**config.mk**
```make
export PLATFORM = sky130hd
export DESIGN_NAME = epp_host_engine
export DESIGN_NICKNAME = d
export VERILOG_FILES = /design/src/rtl/epp_host_pkg.sv /design/src/rtl/epp_port_regs.sv /design/src/rtl/epp_strobe_engine.sv /design/src/rtl/epp_access_ctrl.sv /design/src/rtl/epp_host_engine.sv
export SDC_FILE = /design/constraint.sdc
export NUM_CORES = 1
export LEC_CHECK = 0
export ABC_AREA = 0
export CELL_PAD_IN_SITES_DETAIL_PLACEMENT = 0
export CELL_PAD_IN_SITES_GLOBAL_PLACEMENT = 1
export CORE_MARGIN = 3
export CORE_UTILIZATION = 51
export DETAILED_ROUTE_END_ITERATION = 10
export DONT_BUFFER_PORTS = 1
export GPL_TIMING_DRIVEN = 0
export PLACE_DENSITY = 0.86
export SYNTH_ARGS = -nofsm -noshare
export SYNTH_HDL_FRONTEND = slang
export SYNTH_SLANG_ARGS = --single-unit
```
**constraint.sdc**
```tcl
create_clock -name clk -period 5.7 [get_ports clk]
set_input_delay 1.425 -clock clk [delete_from_list [all_inputs] [get_ports clk]]
set_output_delay 1.425 -clock clk [all_outputs]
set_load 0.01 [all_outputs]
```
**src/rtl/epp_host_pkg.sv**
```systemverilog
package epp_host_pkg;
  localparam logic [2:0] OFF_STATUS  = 3'd1;
  localparam logic [2:0] OFF_CONTROL = 3'd2;
  localparam logic [2:0] OFF_EADDR   = 3'd3;
  localparam logic [2:0] OFF_EDATA   = 3'd4;

  localparam logic [5:0] CTL_RESET = 6'h0C;
  // {dir, ctl[3:0]} patterns that open a cycle
  localparam logic [4:0] GATE_WR = 5'b0_0100;
  localparam logic [4:0] GATE_RD = 5'b1_0100;

  typedef enum logic [2:0] {AC_IDLE, AC_CTL, AC_LAUNCH, AC_WAIT, AC_RSP} acc_state_e;
  typedef enum logic [1:0] {HS_IDLE, HS_ASSERT, HS_RELEASE} hs_state_e;

  function automatic logic gate_open(input logic [5:0] ctl, input logic rd);
    return {ctl[5], ctl[3:0]} == (rd ? GATE_RD : GATE_WR);
  endfunction

  function automatic logic [2:0] size_bytes(input logic [1:0] sz);
    case (sz)
      2'd0:    return 3'd1;
      2'd1:    return 3'd2;
      default: return 3'd4;
    endcase
  endfunction
endpackage

```
**src/rtl/epp_port_regs.sv**
```systemverilog
module epp_port_regs
  import epp_host_pkg::*;
(
  input  logic       clk,
  input  logic       rst_n,
  input  logic       ctl_we,
  input  logic [5:0] ctl_wdata,
  input  logic       dir_we,
  input  logic       dir_wdata,
  input  logic       tmo_set,
  input  logic       tmo_clr,
  output logic [5:0] ctl_q,
  output logic       dir_q,
  output logic       tmo_q
);
  always_ff @(posedge clk) begin
    if (!rst_n) begin
      ctl_q <= CTL_RESET;
      dir_q <= CTL_RESET[5];
      tmo_q <= 1'b1;
    end else begin
      if (ctl_we) ctl_q <= ctl_wdata;
      if (dir_we) dir_q <= dir_wdata;
      if (tmo_set)      tmo_q <= 1'b1;
      else if (tmo_clr) tmo_q <= 1'b0;
    end
  end

  // flag only drops on an explicit clear
  a_r6_tmo_sticky: assert property (@(posedge clk) disable iff (!rst_n)
    tmo_q && !tmo_clr |=> tmo_q);

  // direction leads the control bits by one clock
  a_r8_dir_leads: assert property (@(posedge clk) disable iff (!rst_n)
    dir_we |=> (dir_q != ctl_q[5]));
endmodule

```
**src/rtl/epp_strobe_engine.sv**
```systemverilog
module epp_strobe_engine
  import epp_host_pkg::*;
#(
  parameter int TMO_CYCLES = 1000
) (
  input  logic       clk,
  input  logic       rst_n,
  input  logic       start,
  input  logic       is_addr,
  input  logic       is_read,
  input  logic [7:0] wbyte,
  output logic       done,
  output logic       err,
  output logic [7:0] rbyte,
  input  logic       pp_nwait,
  input  logic [7:0] pp_data_i,
  output logic [7:0] pp_data_o,
  output logic       pp_nwrite,
  output logic       pp_naddrstb,
  output logic       pp_ndatastb
);
  localparam int CW = $clog2(TMO_CYCLES + 1);
  localparam logic [CW-1:0] CNT_LAST = CW'(TMO_CYCLES - 1);

  hs_state_e      st_q;
  logic [CW-1:0]  cnt_q;

  always_ff @(posedge clk) begin
    if (!rst_n) begin
      st_q        <= HS_IDLE;
      cnt_q       <= '0;
      pp_nwrite   <= 1'b1;
      pp_naddrstb <= 1'b1;
      pp_ndatastb <= 1'b1;
      pp_data_o   <= '0;
      rbyte       <= '0;
      done        <= 1'b0;
      err         <= 1'b0;
    end else begin
      done <= 1'b0;
      err  <= 1'b0;
      case (st_q)
        HS_IDLE: begin
          if (start) begin
            pp_nwrite   <= is_read;
            pp_naddrstb <= !is_addr;
            pp_ndatastb <= is_addr;
            pp_data_o   <= wbyte;
            cnt_q       <= '0;
            st_q        <= HS_ASSERT;
          end
        end
        HS_ASSERT: begin
          if (pp_nwait) begin
            rbyte       <= pp_data_i;
            pp_naddrstb <= 1'b1;
            pp_ndatastb <= 1'b1;
            cnt_q       <= '0;
            st_q        <= HS_RELEASE;
          end else if (cnt_q == CNT_LAST) begin
            pp_naddrstb <= 1'b1;
            pp_ndatastb <= 1'b1;
            pp_nwrite   <= 1'b1;
            done        <= 1'b1;
            err         <= 1'b1;
            st_q        <= HS_IDLE;
          end else begin
            cnt_q <= cnt_q + 1'b1;
          end
        end
        HS_RELEASE: begin
          if (!pp_nwait) begin
            pp_nwrite <= 1'b1;
            done      <= 1'b1;
            st_q      <= HS_IDLE;
          end else if (cnt_q == CNT_LAST) begin
            pp_nwrite <= 1'b1;
            done      <= 1'b1;
            err       <= 1'b1;
            st_q      <= HS_IDLE;
          end else begin
            cnt_q <= cnt_q + 1'b1;
          end
        end
        default: st_q <= HS_IDLE;
      endcase
    end
  end

  // never both strobes active
  a_r4_strobe_exclusive: assert property (@(posedge clk) disable iff (!rst_n)
    !(!pp_naddrstb && !pp_ndatastb));

  // written byte holds while nWrite stays low
  a_r4_data_stable: assert property (@(posedge clk) disable iff (!rst_n)
    (!pp_nwrite && $past(!pp_nwrite)) |-> $stable(pp_data_o));
endmodule

```
**src/rtl/epp_access_ctrl.sv**
```systemverilog
module epp_access_ctrl
  import epp_host_pkg::*;
#(
  parameter int DATA_BYTES = 4
) (
  input  logic                    clk,
  input  logic                    rst_n,
  input  logic                    req_valid,
  output logic                    req_ready,
  input  logic                    req_write,
  input  logic [2:0]              req_offset,
  input  logic [1:0]              req_size,
  input  logic [8*DATA_BYTES-1:0] req_wdata,
  output logic                    rsp_valid,
  input  logic                    rsp_ready,
  output logic [8*DATA_BYTES-1:0] rsp_rdata,
  input  logic [5:0]              ctl_q,
  input  logic                    tmo_q,
  output logic                    ctl_we,
  output logic [5:0]              ctl_wdata,
  output logic                    dir_we,
  output logic                    dir_wdata,
  output logic                    tmo_set,
  output logic                    tmo_clr,
  output logic                    hs_start,
  output logic                    hs_is_addr,
  output logic                    hs_is_read,
  output logic [7:0]              hs_wbyte,
  input  logic                    hs_done,
  input  logic                    hs_err,
  input  logic [7:0]              hs_rbyte
);
  localparam int DW = 8 * DATA_BYTES;
  localparam int IW = $clog2(DATA_BYTES) + 1;

  function automatic logic [DW-1:0] lane_ones(input logic [IW-1:0] nb);
    logic [DW-1:0] r;
    r = '0;
    for (int k = 0; k < DATA_BYTES; k++)
      if (k < int'(nb)) r[k*8 +: 8] = 8'hFF;
    return r;
  endfunction

  acc_state_e     st_q;
  logic           wr_q;
  logic [2:0]     off_q;
  logic [DW-1:0]  data_q;
  logic [DW-1:0]  rdata_q;
  logic [IW-1:0]  nb_q;
  logic [IW-1:0]  idx_q;
  logic           accept;
  logic [IW-1:0]  req_nb;
  logic           ctl_wr_req;

  assign req_ready  = (st_q == AC_IDLE);
  assign rsp_valid  = (st_q == AC_RSP);
  assign rsp_rdata  = rdata_q;
  assign accept     = req_valid && req_ready;
  assign req_nb     = (req_offset == OFF_EDATA) ? IW'(size_bytes(req_size)) : IW'(1);
  assign ctl_wr_req = accept && req_write && (req_offset == OFF_CONTROL);

  assign dir_we    = ctl_wr_req && (req_wdata[5] != ctl_q[5]);
  assign dir_wdata = req_wdata[5];
  assign ctl_we    = (ctl_wr_req && (req_wdata[5] == ctl_q[5])) || (st_q == AC_CTL);
  assign ctl_wdata = (st_q == AC_CTL) ? data_q[5:0] : req_wdata[5:0];
  assign tmo_clr   = accept && req_write && (req_offset == OFF_STATUS) && req_wdata[0];
  assign tmo_set   = (st_q == AC_WAIT) && hs_done && hs_err;

  assign hs_start   = (st_q == AC_LAUNCH);
  assign hs_is_addr = (off_q == OFF_EADDR);
  assign hs_is_read = !wr_q;
  assign hs_wbyte   = data_q[8*idx_q +: 8];

  always_ff @(posedge clk) begin
    if (!rst_n) begin
      st_q    <= AC_IDLE;
      wr_q    <= 1'b0;
      off_q   <= '0;
      data_q  <= '0;
      rdata_q <= '0;
      nb_q    <= IW'(1);
      idx_q   <= '0;
    end else begin
      case (st_q)
        AC_IDLE: begin
          if (accept) begin
            wr_q    <= req_write;
            off_q   <= req_offset;
            data_q  <= req_wdata;
            nb_q    <= req_nb;
            idx_q   <= '0;
            rdata_q <= '0;
            case (req_offset)
              OFF_STATUS: begin
                if (!req_write) rdata_q <= DW'(tmo_q);
                st_q <= AC_RSP;
              end
              OFF_CONTROL: begin
                if (req_write) begin
                  st_q <= (req_wdata[5] != ctl_q[5]) ? AC_CTL : AC_RSP;
                end else begin
                  rdata_q <= DW'(ctl_q);
                  st_q    <= AC_RSP;
                end
              end
              OFF_EADDR, OFF_EDATA: begin
                if (!req_write) rdata_q <= lane_ones(req_nb);
                st_q <= gate_open(ctl_q, !req_write) ? AC_LAUNCH : AC_RSP;
              end
              default: st_q <= AC_RSP;
            endcase
          end
        end
        AC_CTL:    st_q <= AC_RSP;
        AC_LAUNCH: st_q <= AC_WAIT;
        AC_WAIT: begin
          if (hs_done) begin
            if (hs_err) begin
              st_q <= AC_RSP;
            end else begin
              if (!wr_q) rdata_q[8*idx_q +: 8] <= hs_rbyte;
              if (idx_q == nb_q - IW'(1)) begin
                st_q <= AC_RSP;
              end else begin
                idx_q <= idx_q + IW'(1);
                st_q  <= AC_LAUNCH;
              end
            end
          end
        end
        AC_RSP:  if (rsp_ready) st_q <= AC_IDLE;
        default: st_q <= AC_IDLE;
      endcase
    end
  end

  // a pending response holds still
  a_r9_rsp_hold: assert property (@(posedge clk) disable iff (!rst_n)
    rsp_valid && !rsp_ready |=> rsp_valid && $stable(rsp_rdata));
endmodule

```
**src/rtl/epp_host_engine.sv**
```systemverilog
module epp_host_engine
  import epp_host_pkg::*;
#(
  parameter int TMO_CYCLES = 1000,
  parameter int DATA_BYTES = 4
) (
  input  logic                    clk,
  input  logic                    rst_n,
  input  logic                    req_valid,
  output logic                    req_ready,
  input  logic                    req_write,
  input  logic [2:0]              req_offset,
  input  logic [1:0]              req_size,
  input  logic [8*DATA_BYTES-1:0] req_wdata,
  output logic                    rsp_valid,
  input  logic                    rsp_ready,
  output logic [8*DATA_BYTES-1:0] rsp_rdata,
  output logic [7:0]              pp_data_o,
  input  logic [7:0]              pp_data_i,
  output logic                    pp_data_oe,
  output logic                    pp_dir,
  output logic [3:0]              pp_ctl,
  output logic                    pp_nwrite,
  output logic                    pp_naddrstb,
  output logic                    pp_ndatastb,
  input  logic                    pp_nwait
);
  logic [5:0] ctl_q;
  logic       dir_q, tmo_q;
  logic       ctl_we, dir_we, dir_wdata, tmo_set, tmo_clr;
  logic [5:0] ctl_wdata;
  logic       hs_start, hs_is_addr, hs_is_read, hs_done, hs_err;
  logic [7:0] hs_wbyte, hs_rbyte;

  epp_port_regs u_regs (
    .clk(clk), .rst_n(rst_n),
    .ctl_we(ctl_we), .ctl_wdata(ctl_wdata),
    .dir_we(dir_we), .dir_wdata(dir_wdata),
    .tmo_set(tmo_set), .tmo_clr(tmo_clr),
    .ctl_q(ctl_q), .dir_q(dir_q), .tmo_q(tmo_q)
  );

  epp_access_ctrl #(.DATA_BYTES(DATA_BYTES)) u_ctrl (
    .clk(clk), .rst_n(rst_n),
    .req_valid(req_valid), .req_ready(req_ready), .req_write(req_write),
    .req_offset(req_offset), .req_size(req_size), .req_wdata(req_wdata),
    .rsp_valid(rsp_valid), .rsp_ready(rsp_ready), .rsp_rdata(rsp_rdata),
    .ctl_q(ctl_q), .tmo_q(tmo_q),
    .ctl_we(ctl_we), .ctl_wdata(ctl_wdata),
    .dir_we(dir_we), .dir_wdata(dir_wdata),
    .tmo_set(tmo_set), .tmo_clr(tmo_clr),
    .hs_start(hs_start), .hs_is_addr(hs_is_addr), .hs_is_read(hs_is_read),
    .hs_wbyte(hs_wbyte), .hs_done(hs_done), .hs_err(hs_err), .hs_rbyte(hs_rbyte)
  );

  epp_strobe_engine #(.TMO_CYCLES(TMO_CYCLES)) u_hs (
    .clk(clk), .rst_n(rst_n),
    .start(hs_start), .is_addr(hs_is_addr), .is_read(hs_is_read), .wbyte(hs_wbyte),
    .done(hs_done), .err(hs_err), .rbyte(hs_rbyte),
    .pp_nwait(pp_nwait), .pp_data_i(pp_data_i), .pp_data_o(pp_data_o),
    .pp_nwrite(pp_nwrite), .pp_naddrstb(pp_naddrstb), .pp_ndatastb(pp_ndatastb)
  );

  assign pp_dir     = dir_q;
  assign pp_data_oe = !dir_q;
  assign pp_ctl     = ctl_q[3:0];

  // a write cycle starts only under the write pattern
  a_r2_write_gate: assert property (@(posedge clk) disable iff (!rst_n)
    $fell(pp_nwrite) |-> ({ctl_q[5], ctl_q[3:0]} == GATE_WR));

  // a read strobe starts only under the read pattern
  a_r3_read_gate: assert property (@(posedge clk) disable iff (!rst_n)
    ($fell(pp_naddrstb && pp_ndatastb) && pp_nwrite) |-> ({ctl_q[5], ctl_q[3:0]} == GATE_RD));

  // host is held while a strobe is active
  a_r9_busy_hold: assert property (@(posedge clk) disable iff (!rst_n)
    (!pp_naddrstb || !pp_ndatastb) |-> !req_ready);
endmodule

```
After elaboration in Yosys (flattened, before gate mapping)
Cells that the tools add are included.
{"block": "word_totals", "ff_bits": 118, "out_inout_bits": 51, "wordCells": 148}
{"block": "op_classes", "n_addsub": 4, "n_lt_le_gt_ge": 4, "n_eq_ne": 27, "n_shift": 3, "n_mux": 60, "n_bitwise": 1, "n_reduce_logical": 30}
{"op": "$mux 32", "n": 5}
{"op": "$pmux 32 s3", "n": 1}
{"op": "$pmux 32 s2", "n": 1}
{"op": "$mux 10", "n": 4}
{"op": "$mux 3", "n": 13}
{"op": "$neg 6->34", "n": 1}
{"op": "$shift 8x34->32 const A", "n": 1}
{"op": "$shiftx 8x34->32", "n": 1}
{"op": "$bwmux 32", "n": 1}
{"op": "$mux 8", "n": 4}
{"op": "$shiftx 32x7->8", "n": 1}
{"op": "$pmux 10 s3", "n": 1}
{"op": "$pmux 3 s2", "n": 3}
{"op": "$eq 3x2->1 const B", "n": 5}
{"op": "$pmux 3 s5", "n": 1}
{"op": "$ne 2x2->1 const B", "n": 7}
{"op": "$mux 1", "n": 13}
{"op": "$mux 6", "n": 2}
{"op": "$reduce_and 3->1", "n": 4}
{"op": "$add 10x1->10 const B", "n": 1}
{"op": "$eq 10x10->1 const B", "n": 1}
{"op": "$reduce_and 5->1", "n": 2}
{"op": "$logic_and 1x1->1", "n": 9}
{"op": "$mux 2", "n": 4}
{"op": "other kinds (27)", "n": 43}

Longest topological paths before layout
{"block": "depth", "ltp_word": 9, "ltp_mapped": 10}

Cells and area by module
Synthesis repeated with hierarchy kept, for this count alone.
{"block": "unflattened", "hier_cells": 691, "hier_area_um2": 5743.0}
{"mod": "epp_access_ctrl", "instances": 1, "cells_each": 471, "area_per_inst_um2": 3921.3, "seq_area_each_um2": 1541.5}
{"mod": "epp_strobe_engine", "instances": 1, "cells_each": 194, "area_per_inst_um2": 1524.0, "seq_area_each_um2": 660.6}
{"mod": "epp_port_regs", "instances": 1, "cells_each": 25, "area_per_inst_um2": 294.0, "seq_area_each_um2": 160.2}
{"mod": "epp_host_engine", "instances": 1, "cells_each": 1, "area_per_inst_um2": 3.8, "seq_area_each_um2": 0.0}

Least setup slack after synthesis
No wires, ideal clock.
{"block": "synth_timing", "kind": "register to register", "from": "register u_ctrl.idx_q[0]", "to": "register u_ctrl.rdata_q[6] (netlist: u_ctrl.rsp_rdata[6])", "setup_ns": 0.133, "arrival_ns": 2.887, "required_ns": 5.567, "path_slack_ns": 2.680, "path_stages_with_launch": 11, "path_buffers": 3, "synth_period_minus_slack_ns": 3.020, "cell_sequence": "dfxtp_1 > buf_2 > buf_1 > inv_1 > ha_1 > ha_1 > or4b_4 > a2111oi_4 > or2_2 > buf_2 > a311oi_1"}
{"block": "synth_between", "elab_chain_cells": 7, "elab_cells_between_ends": 8}
{"item": "from (decl)", "line_no": "epp_access_ctrl.sv:50", "rtl": "logic [IW-1:0] idx_q;"}
{"item": "from (signal assigned)", "line_no": "epp_access_ctrl.sv:125", "rtl": "idx_q <= idx_q + IW'(1);"}
{"item": "$neg 6->34 (*)", "line_no": "epp_access_ctrl.sv:121", "rtl": "if (!wr_q) rdata_q[8*idx_q +: 8] <= hs_rbyte;"}
{"item": "$shiftx 8x34->32 or $shift 8x34->32 (tied branches)", "line_no": "epp_access_ctrl.sv:121"}
{"item": "$bwmux 32 (*)", "line_no": "epp_access_ctrl.sv:121"}
{"item": "$mux 32 (*)", "line_no": "epp_access_ctrl.sv:121"}
{"item": "$mux 32 (*)", "line_no": "epp_access_ctrl.sv:118", "rtl": "if (hs_err) begin"}
{"item": "$mux 32 (*)", "line_no": "epp_access_ctrl.sv:117", "rtl": "if (hs_done) begin"}
{"item": "$pmux 32 s2 (*)", "line_no": "epp_access_ctrl.sv:84", "rtl": "case (st_q)"}
{"item": "to (signal assigned)", "line_no": "epp_access_ctrl.sv:95", "rtl": "if (!req_write) rdata_q <= DW'(tmo_q);"}
{"item": "to (signal assigned)", "line_no": "epp_access_ctrl.sv:102", "rtl": "rdata_q <= DW'(ctl_q);"}
{"item": "to (signal, indexed assignment)", "line_no": "epp_access_ctrl.sv:121"}
{"item": "to (decl)", "line_no": "epp_access_ctrl.sv:48", "rtl": "logic [DW-1:0] rdata_q;"}
Mark *: on every way between the ends. The rest lies on a longest branch, timed or not. The select of a mux whose other input is x is not followed.
A chain may end at the register's enable or synchronous reset.

Final worst setup path
Ends and elaborated chain as after synthesis.

==> results_dict.tcl <==
set metrics [dict create \
    worstHoldPathCells 2 \
    start_util_pct 53.8 \
    via_count 5083 \
    vias_per_cell 6.21 \
    cts_buffer_depth 2 \
    synth_cells 654 \
    synth-edff-count 0 \
    setup-tns-final_ns 0 \
    core_region_area_um2 10600 \
    synth_most_common_cell "dfxtp_1" \
    met3_length_um 1190 \
    rows 37 \
    antenna_found_initial 0 \
    setup_slack_ns 1.94 \
    cts.clk_slew.worst_paths_ns 0.06 \
    die_h_um 112 \
    wl_met2_um 7620 \
    synthesis.area_um2 5680 \
    drc_errors 0 \
    slowest_delay_ns 0.69 \
    ys_types 65 \
    numCtsBuffers 17 \
    m1WireLength_um 7290 \
    clockRootBuffer "clkbuf_8" \
    r2r_start "u_ctrl.idx_q[0]" \
    slowest_stage "nor3_1" \
    worstPathCellList "buf_2 -> buf_1 -> inv_1 -> ha_1 -> ha_1 -> or4b_4 -> nor3_1 -> nand2_1 -> a311oi_1" \
    fmax_mhz 266 \
    period_minus_slack_ns 3.76 \
    ir_drop_mv 0.225 \
    worstSetupPathType "flop to flop" \
    fillers 956 \
    cts.sinks 118 \
    grt.total_usage_pct 26.3 \
    path_max_fanout 10 \
    skew_ns 0.00637 \
    grt-ovfl-total 0 \
    worst_pin_slew_ns 1.01 \
    r2r_cells 9 \
    syn_area_per_cell_um2 8.68 \
    grt_start_max_net_pins 17 \
    end_kind "flop" \
    gp_congestion 0.912 \
    finalWirelength_um 16500 \
    status "complete, no violations" \
    cp.required_ns 6.14 \
    yosys.area.top_type_share_pct 41.6 \
    power.density_nw_per_um2 336 \
    holdBufCountCts 0 \
    synth.cells.most_frequent "dfxtp_1, nand2_1, a21oi_1" \
    arrival_ns 4.20 \
    top_layer_used "met4" \
    synth.net_count 717 \
    slew_headroom_pct 32.3 \
    critical_path.top_delay_family "simple AND/OR/NAND/NOR gates" \
    h-tree-depth 4 \
    post_cts_buffers 0 \
    n_antenna_cell 0 \
    io_pins 102 \
    grt_pass1_vias 4841 \
    synthFlopType "dfxtp_1" \
    p_leak_nw 2.32 \
    hp-class "flop to flop" \
    place_hpwl_um 12000 \
    hp-start "u_ctrl.data_q[19]" \
    fin_crit_sh_pct 66.0 \
    yosys-top-cells-area "dfxtp_1, nand2_1, a21oi_1, o221a_2, mux4_2" \
    ant_nets 0 \
    cap_violations 0 \
    multiInputGateArea_um2 3040 \
    ys_seq_area_share_pct 41.6 \
    register_area_um2 2360 \
    area_growth_pct 11.9 \
    io_buffers 0 \
    die_w_um 112 \
    r2r-end "u_ctrl.rsp_rdata[6]" \
    die_area_um2 12400 \
    cts_tree "yes" \
    grt_pass1_wl_um 25900 \
    wl_per_cell_um 20.1 \
    path_common_cell "ha_1" \
    r2r_slack_ns 1.94 \
    drt_iter0_drc 464 \
    start_kind "flop" \
    pre_cts_ws_ns 1.91 \
    synthArstFlopShare_pct 0 \
    clkLatencyLatePin_ns 0.53 \
    drive_above_1_share_pct 12.4 \
    cp_num_buf_inv 3 \
    synth-seq-cells 118 \
    drt_pass1_iterations 5 \
    ys.warnings.count 0 \
    holdPathEnd "u_ctrl.data_q[19]" \
    nets 736 \
    final-max-slew-violation-count 0 \
    cts_resized 0 \
    rsz0062_at_grt "no" \
    yosysTopAreaCell "dfxtp_1" \
    timing_hold_violations_final 0 \
    setup_viol 0 \
]
worst reg2reg max path, delay by kind of cell (launching register included):
kind	cells	cell delay, ns
and+or+nand+nor	3	1.35
buffers and inverters	3	1.07
DFF	1	0.37
AOI/OAI and AO/OA	1	0.28
adders and majority gates	2	0.60
sequential cells by signal, summed over array words and instances (netlist names), 2 cells and up:
name              count
u_ctrl.data_q        32
u_ctrl.rsp_rdata     32
u_hs.cnt_q           10
u_hs.pp_data_o        8
u_hs.rbyte            8
u_regs.ctl_q          6
u_ctrl.idx_q          3
u_ctrl.nb_q           3
u_ctrl.off_q          3
u_ctrl.st_q           3
u_hs.st_q             2
power breakdown:
group          leakage (nW)  switching [mW]  total [mW]  internal (mW)
logic                  1.10           0.173       0.279          0.107
clock network         0.256           0.351       0.918          0.567
registers             0.964          0.0572       0.938          0.880
total                  2.32           0.580        2.14           1.55
kinds of logic after synthesis:
group,count (synthesis),share of synthesized area [%]
xor+xnor,5,1.04
fa+ha+maj,12,2.64
simple gates,256,22.8
flops,118,41.6
buf+inv,66,4.85
mux,17,4.80
compound gates,180,22.2
cell type report:
class                           instances  area share, %
Sequential cell                       118           37.2
Multi-Input combinational cell        470           47.9
Tap cell                              136           2.68
Clock buffer                           24           7.56
Buffer                                 50           3.39
Clock inverter                          5          0.394
Inverter                               16          0.945
per-stage QoR:
stage / util (%) / total power [mW] / instances / hold WS [ns] / instance area, µm²
floorplan: - / 1.15 / 654 / 0.432 / 5680
global placement: 55.4 / 1.22 / 790 / 0.441 / 5850
detailed placement: 55.4 / 1.23 / 790 / 0.448 / 5850
CTS: 60.2 / 2.14 / 819 / 0.455 / 6350
global route: 60.2 / 2.22 / 819 / 0.476 / 6350
finish: 60.2 / 2.14 / 819 / 0.455 / 6350
worst max path at each step:
stage                    start                  end  slack (ns)  cells after the start
2_1_floorplan  u_ctrl.idx_q[0]  u_ctrl.rsp_rdata[6]        2.68                     10
3_3_place_gp   u_ctrl.idx_q[0]  u_ctrl.rsp_rdata[0]        2.02                      9
3_5_place_dp   u_ctrl.idx_q[0]  u_ctrl.rsp_rdata[6]        1.91                      9
4_1_cts        u_ctrl.idx_q[0]  u_ctrl.rsp_rdata[6]        1.89                      9
5_1_grt        u_ctrl.idx_q[0]  u_ctrl.rsp_rdata[7]        1.55                      9
6_report       u_ctrl.idx_q[0]  u_ctrl.rsp_rdata[6]        1.94                      9
metal layers:
layer	GRT usage (%)	vias up
li1	-	2413
met1	34.0	2459
met2	41.6	178
met3	8.75	33
met4	9.08	0
met5	0	-
layout by cell type, fill, tap and decap left out, types with 7 or more instances in the layout:
cell type / count
o31ai_1: 7
ha_1: 12
nand3_1: 16
nor3b_1: 9
inv_1: 16
or4_1: 7
nor3_1: 10
nand2_1: 111
a21oi_1: 71
mux4_2: 8
clkbuf_16: 16
clkbuf_1: 39
a22oi_1: 13
dfxtp_1: 118
buf_2: 7
mux2i_1: 7
and2_1: 26
o221a_2: 24
nor2_1: 33
o21ai_0: 19
Power figures use the tool's default switching activity.
